--- config.mk ---
export PLATFORM = sky130hd
export DESIGN_NAME = modsub_word_serial
export DESIGN_NICKNAME = d
export VERILOG_FILES = /design/src/rtl/modsub_pkg.sv /design/src/rtl/modsub_seq.sv /design/src/rtl/modsub_datapath.sv /design/src/rtl/modsub_word_serial.sv
export SDC_FILE = /design/constraint.sdc
export NUM_CORES = 1
export LEC_CHECK = 0
export ABC_AREA = 1
export BUFFER_PORTS_ARGS = -buffer_cell sky130_fd_sc_hd__buf_2
export CAP_MARGIN = 20
export CORE_MARGIN = 2
export CORE_UTILIZATION = 35
export CTS_CLUSTER_SIZE = 12
export DETAILED_ROUTE_END_ITERATION = 8
export PLACE_DENSITY = 0.64
export SYNTH_ARGS = -nofsm -noshare
export SYNTH_HDL_FRONTEND = slang
export SYNTH_HIERARCHICAL = 1
export SYNTH_SLANG_ARGS = --single-unit
--- constraint.sdc ---
create_clock -name clk -period 3.7 [get_ports clk]
set_input_delay 0 -clock clk [delete_from_list [all_inputs] [get_ports clk]]
set_output_delay 0 -clock clk [all_outputs]
set_load 0.03 [all_outputs]
--- src/rtl/modsub_pkg.sv ---
package modsub_pkg;
  typedef enum logic [1:0] {
    PH_IDLE = 2'd0,
    PH_DIFF = 2'd1,
    PH_FIX  = 2'd2
  } phase_t;
endpackage

--- src/rtl/modsub_seq.sv ---
module modsub_seq
  import modsub_pkg::*;
#(
  parameter int NUM_WORDS = 8,
  parameter int ADDR_W    = 3
) (
  input  logic              clk,
  input  logic              rst_n,
  input  logic              start,
  output phase_t            phase,
  output logic              ready,
  output logic [ADDR_W-1:0] rd_addr,
  output logic              wr_vld,
  output logic [ADDR_W-1:0] wr_idx,
  output logic              accept,
  output logic              pass_done,
  output logic              op_done
);
  localparam int CNT_W = ADDR_W + 1;
  localparam logic [CNT_W-1:0]  CNT_END  = CNT_W'(NUM_WORDS);
  localparam logic [ADDR_W-1:0] LAST_IDX = ADDR_W'(NUM_WORDS - 1);

  logic [CNT_W-1:0] cnt_q;
  logic             issue;
  logic             last_wr;

  assign issue     = (phase != PH_IDLE) && (cnt_q < CNT_END);
  assign last_wr   = wr_vld && (wr_idx == LAST_IDX);
  assign accept    = (phase == PH_IDLE) && start;
  assign pass_done = last_wr && (phase == PH_DIFF);
  assign op_done   = last_wr && (phase == PH_FIX);
  assign rd_addr   = issue ? cnt_q[ADDR_W-1:0] : '0;

  always_ff @(posedge clk or negedge rst_n) begin
    if (!rst_n) begin
      phase  <= PH_IDLE;
      cnt_q  <= '0;
      wr_vld <= 1'b0;
      wr_idx <= '0;
      ready  <= 1'b1;
    end else begin
      unique case (phase)
        PH_IDLE: begin
          wr_vld <= 1'b0;
          if (start) begin
            phase <= PH_DIFF;
            cnt_q <= '0;
            ready <= 1'b0;
          end
        end
        default: begin
          wr_vld <= issue;
          if (issue) begin
            wr_idx <= cnt_q[ADDR_W-1:0];
            cnt_q  <= cnt_q + CNT_W'(1);
          end
          if (pass_done) begin
            phase <= PH_FIX;
            cnt_q <= '0;
          end else if (op_done) begin
            phase <= PH_IDLE;
            ready <= 1'b1;
          end
        end
      endcase
    end
  end
endmodule

--- src/rtl/modsub_datapath.sv ---
module modsub_datapath
  import modsub_pkg::*;
#(
  parameter int WORD_W = 32
) (
  input  logic              clk,
  input  logic              rst_n,
  input  phase_t            phase,
  input  logic              wr_vld,
  input  logic              accept,
  input  logic              pass_done,
  input  logic [WORD_W-1:0] a_word,
  input  logic [WORD_W-1:0] b_word,
  input  logic [WORD_W-1:0] n_word,
  output logic [WORD_W-1:0] res_word,
  output logic              borrow_out,
  output logic              fix_active
);
  // Word subtract with borrow in; returns {borrow_out, difference}.
  function automatic logic [WORD_W:0] sub_word(input logic [WORD_W-1:0] x,
                                                input logic [WORD_W-1:0] y,
                                                input logic bin);
    logic [WORD_W:0] t;
    t = {1'b0, x} - {1'b0, y} - {{WORD_W{1'b0}}, bin};
    return t;
  endfunction

  // Word add with carry in; returns {carry_out, sum}.
  function automatic logic [WORD_W:0] add_word(input logic [WORD_W-1:0] x,
                                                input logic [WORD_W-1:0] y,
                                                input logic cin);
    return {1'b0, x} + {1'b0, y} + {{WORD_W{1'b0}}, cin};
  endfunction

  logic              borrow_q, carry_q, fix_q;
  logic [WORD_W:0]   sub_r, add_r;
  logic [WORD_W-1:0] addend;

  assign sub_r      = sub_word(a_word, b_word, borrow_q);
  assign borrow_out = sub_r[WORD_W];
  assign addend     = fix_q ? n_word : '0;
  assign add_r      = add_word(sub_r[WORD_W-1:0], addend, carry_q);
  assign fix_active = fix_q;
  assign res_word   = (phase == PH_FIX) ? add_r[WORD_W-1:0] : sub_r[WORD_W-1:0];

  always_ff @(posedge clk or negedge rst_n) begin
    if (!rst_n) begin
      borrow_q <= 1'b0;
      carry_q  <= 1'b0;
      fix_q    <= 1'b0;
    end else if (accept) begin
      borrow_q <= 1'b0;
      carry_q  <= 1'b0;
      fix_q    <= 1'b0;
    end else if (pass_done) begin
      borrow_q <= 1'b0;
      carry_q  <= 1'b0;
      fix_q    <= sub_r[WORD_W];
    end else if (wr_vld) begin
      borrow_q <= sub_r[WORD_W];
      carry_q  <= add_r[WORD_W];
    end
  end
endmodule

--- src/rtl/modsub_word_serial.sv ---
module modsub_word_serial
  import modsub_pkg::*;
#(
  parameter int WORD_W    = 32,
  parameter int NUM_WORDS = 8,
  parameter int ADDR_W    = $clog2(NUM_WORDS)
) (
  input  logic              clk,
  input  logic              rst_n,
  input  logic              start,
  output logic              ready,
  output logic [ADDR_W-1:0] ab_rd_addr,
  output logic [ADDR_W-1:0] n_rd_addr,
  input  logic [WORD_W-1:0] a_rd_data,
  input  logic [WORD_W-1:0] b_rd_data,
  input  logic [WORD_W-1:0] n_rd_data,
  output logic [ADDR_W-1:0] d_wr_addr,
  output logic              d_wr_en,
  output logic [WORD_W-1:0] d_wr_data
);
  phase_t            phase;
  logic [ADDR_W-1:0] rd_addr;
  logic              wr_vld;
  logic [ADDR_W-1:0] wr_idx;
  logic              accept, pass_done, op_done;
  logic              borrow_out, fix_active;

  modsub_seq #(
    .NUM_WORDS(NUM_WORDS),
    .ADDR_W   (ADDR_W)
  ) u_seq (
    .clk      (clk),
    .rst_n    (rst_n),
    .start    (start),
    .phase    (phase),
    .ready    (ready),
    .rd_addr  (rd_addr),
    .wr_vld   (wr_vld),
    .wr_idx   (wr_idx),
    .accept   (accept),
    .pass_done(pass_done),
    .op_done  (op_done)
  );

  modsub_datapath #(
    .WORD_W(WORD_W)
  ) u_dp (
    .clk       (clk),
    .rst_n     (rst_n),
    .phase     (phase),
    .wr_vld    (wr_vld),
    .accept    (accept),
    .pass_done (pass_done),
    .a_word    (a_rd_data),
    .b_word    (b_rd_data),
    .n_word    (n_rd_data),
    .res_word  (d_wr_data),
    .borrow_out(borrow_out),
    .fix_active(fix_active)
  );

  assign ab_rd_addr = rd_addr;
  assign n_rd_addr  = rd_addr;
  assign d_wr_addr  = wr_idx;
  assign d_wr_en    = wr_vld;
endmodule

# Word level (Yosys, flattened, before mapping)
# Index checks and enable logic that the tools add are counted.
[totals]
input_bits = 99
latchBits = 0
out_inout_bits = 43
ramBits = 0
memories = 0
ff_bits = 14
word_cells = 60
romBits = 0
[op_classes]
muxes = 24
eq_ne = 5
add_sub_neg = 5
div = 0
shift = 0
n_mul = 0
n_lt_le_gt_ge = 1
bitwise = 1
reduce_logical = 16
[op_table]
columns = ["operator", "n"]
rows = [
  ["$mux W32", 2],
  ["$add A32 B32 Y33", 1],
  ["$add A33 B1 Y33", 1],
  ["$sub A32 B32 Y33", 1],
  ["$sub A33 B1 Y33", 1],
  ["$mux W4", 4],
  ["$mux W1", 13],
  ["$reduce_bool A3 Y1", 3],
  ["$mux W2", 4],
  ["$reduce_and A2 Y1", 3],
  ["$reduce_bool A2 Y1", 3],
  ["$logic_and A1 B1 Y1", 5],
  ["$add A4 B1 Y4 const B", 1],
  ["$lt A4 B4 Y1 const B", 1],
  ["$eq A3 B3 Y1 const B", 1],
  ["$mux W3", 1],
  ["$reduce_and A3 Y1", 1],
  ["$eq A2 B1 Y1 const B", 1],
  ["$eq A2 B2 Y1 const B", 1],
  ["$logic_not A2 Y1", 1],
  ["$ne A2 B1 Y1 const B", 1],
  ["$ne A2 B2 Y1 const B", 1],
  ["$not A1 Y1", 1],
]

# Logic depth before layout (Yosys ltp)
[logic_depth]
word_depth = 7
mapped_depth = 27

# Hierarchy
# Netlist, hierarchy kept.
[modules_own_cells]
columns = ["module", "n_inst", "seq_area_each_um2", "area_per_inst_um2", "cells_per_inst"]
rows = [
  ["modsub_datapath", 1, 75.1, 6242.2, 1253],
  ["modsub_seq", 1, 276.5, 598.1, 73],
  ["modsub_word_serial", 1, 0.0, 22.5, 3],
]

# Worst setup path before layout
# Ideal clock, no wire load.
[synth_timing]
kind = "reg2out"
from = "reg u_dp.borrow_q"
to = "out d_wr_data[12]"
path_buffers = 0
slack_ns = 0.381
arrival_time_ns = 3.319
path_stages_with_launch = 17
cell_sequence = "dfrtp_1 > inv_1 > fa_1 > ha_1 > xor2_1 > fa_1 > inv_1 > fa_1 > inv_1 > nand3_1 > nand3_1 > nand2_1 > nand2_1 > nand2_1 > nand2_1 > xnor2_1 > o21ai_0"
[synth_via]
elab_chain_cells = 4
[synth_rtl]
columns = ["element", "line_no", "source"]
rows = [
  ["start, declared", "modsub_datapath.sv:35", "logic borrow_q, carry_q, fix_q;"],
  ["start signal, assigned", "modsub_datapath.sv:60", "borrow_q <= sub_r[WORD_W];"],
  ["$sub A33 B1 Y33 (*)", "modsub_datapath.sv:24", "t = {1'b0, x} - {1'b0, y} - {{WORD_W{1'b0}}, bin};"],
  ["$add A32 B32 Y33", "modsub_datapath.sv:32", "return {1'b0, x} + {1'b0, y} + {{WORD_W{1'b0}}, cin};"],
  ["$add A33 B1 Y33", "modsub_datapath.sv:32", ""],
  ["$mux W32 (*)", "modsub_datapath.sv:44", "assign res_word = (phase == PH_FIX) ? add_r[WORD_W-1:0] : sub_r[WORD_W-1:0];"],
  ["end, declared", "modsub_word_serial.sv:19", "output logic [WORD_W-1:0] d_wr_data"],
]
# Every way passes the cells marked *; elsewhere a longest branch is shown, timed or not.

# Worst setup path after layout
[layout_timing]
from = "reg u_dp.borrow_q"
to = "out d_wr_data[26]"
# The elaborated chain is that of the path after synthesis.

==> flow_results.org <==
** Status
- The run finished, with violations left.
- Violated checks :: setup timing

** Layout
- The layout has 2102 filler cells.
- Total Nets Final :: 1705
- Sequential Area :: ~350 um2
- Fraction of layout instances using a drive strength above 1 :: 32.8%
- Diodes inserted :: 0
- Cells fill 51.1% of the core in the end.
- In the final layout, the multi-input gates occupy 6670 um2.
- Post-Layout Cell Count :: around 1800
- From synthesis to final layout, the design area changed by 43.9%.

** Routing
- Residual DRC :: 0
- After detailed routing, the average wire length per cell comes to ~13 um.
- Number of iterations in the first detailed-routing pass :: 5
- Wirelength, routed :: 23700 um
- For this block, the via count after detailed routing is about 8400.
- Residual antenna-violating net count after detailed routing :: 0
- Initial DRC count :: approximately 390
- Vias/cell :: 4.72

** Clocking
- Clock tree from TritonCTS :: built
- Latest clock arrival within the worst-skew pair :: 0.24 ns
- Number of clock sinks seen by CTS :: 14
- CTS H-tree lvls :: 1
- The tree is rooted in a sky130_fd_sc_hd__clkbuf_16.
- CTS Buffer Depth :: 2
- Buffers inserted during clock tree synthesis total 3.
- Clock-pin slew was measured on the worst setup and hold paths at 0.05 ns.

** Placed design
- Port bufs :: 141
- Post-DP HPWL :: 19400 um
- Routability-driven placement congestion ratio :: just over 0.9
- In this run, placement finished with an instance count of 1746.

** Setup path
- STA classifies the critical path startpoint as a flip-flop.
- Critical Path RT :: 3.70 ns
- Together, buffers and inverters on the worst path number 3.
- Ordered list of cells on the worst path :: inv_2 > fa_2 > inv_2 > ha_4 > nor2_4 > o21ai_2 > nand2_1 > nand2_2 > nand2_2 > nand2_4 > nand2_4 > nand3b_1 > and2_4 > ha_4 > nand2_4 > nor2_4 > nand2_2 > nor4_2 > nand2_1 > nand2_1 > nand2_1 > nand3_2 > nand2_2 > buf_6
- Worst path top cell family by delay :: simple AND/OR/NAND/NOR gates
- Critical path data arrival time :: around 3.7 ns
- STA classifies the critical path endpoint as an output pin.
- The critical path in this run is classified as reg2out.
- For this run, the slowest stage of the critical path takes 0.61 ns.
- Crit. Startpoint :: u_dp/borrow_q$_DFFE_PN0P_
- In this run the worst path has a maximum fanout of 4.
- The startpoint identified for the worst register-to-register timing path is u_dp/borrow_q$_DFFE_PN0P_.
- CP max-delay cell :: sky130_fd_sc_hd__fa_2
- Reg-to-reg setup timing slack :: 0.19 ns

** Floorplan
- The initialized floorplan defines 51 standard-cell rows.
- The region available for standard cell placement spans 19300 um2.
- The die is 144 um tall.
- Top-Level Pins :: 142
- The die covers 20700 um2.
- For this configuration, the core starts out at a cell density of approximately 35%.
- Width of the die :: ~140 um

** STA
- Between clock sinks in the finished design, the worst skew comes to 0.00152 ns.
- Max-Slew Margin vs Limit :: 37.8%
- The worst path uses 101% of the clock period.
- Count of endpoints failing hold in the final timing report :: 0
- Counting I/O delays and the setup requirement, the final critical path takes 3.74 ns.
- The number of pins exceeding their max-slew limit in the final report is 0.
- In the post-route analysis, the smallest setup slack over all paths is -0.0423 ns.
- Setup violations remaining at the end of the flow were counted as 2.
- For this run, the top clock speed supported by timing is 0.267 GHz.
- Setup repair after global routing could not meet its margin everywhere.
- Pin slew with the least headroom to its limit :: 0.932 ns

** GRT
- Summed over all layers, the global routing overflow is 0.
- GRT Total Usage :: 21.6%
- Largest net degree at the start of global routing :: 30
- Vias in the first global route :: 7385
- The first global-routing pass estimated approximately 36000 um of wire.
- The initial antenna violation count came to 0.

** Synthesis
- Counting every instance in the synthesized netlist gives 1328.
- Summing every instance area after synthesis gives just under 7000 um2.
- A synthesized cell averages just over 5 um2.
- Number of synthesis warnings :: 6
- When the netlist entered floorplanning its net count stood at around 1500.

** Power and ir drop
- Max IR drop VDD :: 0.318 mV
- Summed over all cells, the static leakage comes to 5.93 nW.
- Power density over the cells :: 492 nW/um2

** Worst hold path
- Worst min path class :: in2reg
- The worst hold path begins at start.

** Job
- Across the run, the number of max-cap violations was 0.
-- per-stage QoR --
step	setup WS (ns)	power (mW)	hold WS [ns]	cell area [um2]	setup TNS [ns]
finish	-0.0423	4.85	0.0814	9870	-0.0446
global route	-0.213	5.28	0.123	9870	-2.76
CTS	0.000433	3.95	0.0850	8530	0
detailed placement	-0.0588	3.42	-0.0765	8020	-0.175
global placement	-0.0869	3.41	-0.0736	8020	-0.125
floorplan	0.381	2.56	-0.296	6860	0
-- state kept, by name, summed over array words and instances (netlist names) --
signal           count
u_seq/cnt_q          4
u_seq/wr_idx         3
u_seq/phase          2
u_dp/borrow_q        1
u_dp/carry_q         1
u_dp/fix_active      1
u_seq/ready          1
u_seq/wr_vld         1
-- repair_timing --
item                                   in CTS  in global routing
gates resized for setup                    95                314
pin swaps                                  24                101
endpoints found under the hold margin      14                  0
setup endpoints to repair                  20                 25
setup buffers                               5                 16
hold buffers                                1                  0
-- final timing paths --
kind,to,depth (start not counted)
max,d_wr_data[26],24
min,u_seq/ready$_DFFE_PN1P_,4
max reg2reg,u_dp/carry_q$_DFFE_PN0P_,23
min reg2reg,u_seq/ready$_DFFE_PN1P_,2
max in group asynchronous,u_seq/ready$_DFFE_PN1P_,2
min in group asynchronous,u_seq/wr_vld$_DFF_PN0_,2
-- report_power, final --
group / switching, mW / internal (mW)
clock: 0.0643 / 0.164
combinational: 2.67 / 1.66
sequential: 0.0790 / 0.219
-- placed cells by master, fill, tap and decap left out, drive strengths merged --
| cell type | count |
|---|---|
| buf | 188 |
| nand4 | 16 |
| nand3b | 12 |
| ha | 94 |
| nor4 | 3 |
| nand3 | 78 |
| nor3 | 15 |
| clkbuf | 4 |
| fa | 4 |
| o21ai | 27 |
| xnor2 | 6 |
| nor3b | 1 |
| nor2 | 113 |
| xor2 | 16 |
| dfrtp | 13 |
| and2 | 16 |
| dlygate4sd3 | 1 |
| a21o | 3 |
| o31ai | 1 |
| o21bai | 9 |
| nand2 | 506 |
| inv | 324 |
| dfstp | 1 |
| o21a | 1 |
| or2 | 5 |
| a21oi | 50 |
-- final cells by class --
cell class                 count  area share, %
multi-input combinational    976           67.5
tap                          265           3.36
sequential                    14           3.56
clock buffer                   4          0.900
timing repair buffer         189           12.3
inverter                     324           12.4
-- tightest hold or removal path: stages --
cell                      delay [ns]
sky130_fd_sc_hd__buf_2          0.08
sky130_fd_sc_hd__nand2_2        0.11
sky130_fd_sc_hd__nand2_1        0.08
sky130_fd_sc_hd__nand2_1        0.05
-- metal layers --
layer | track usage, % | up-vias | wire (um)
met3 | 1.23 | 20 | 937
met5 | 0 | - | 0
met4 | 2.01 | 0 | 269
met2 | 38.2 | 185 | 11300
li1 | - | 4370 | -
met1 | 30.1 | 3792 | 11200
(Power assumes the default switching activity.)
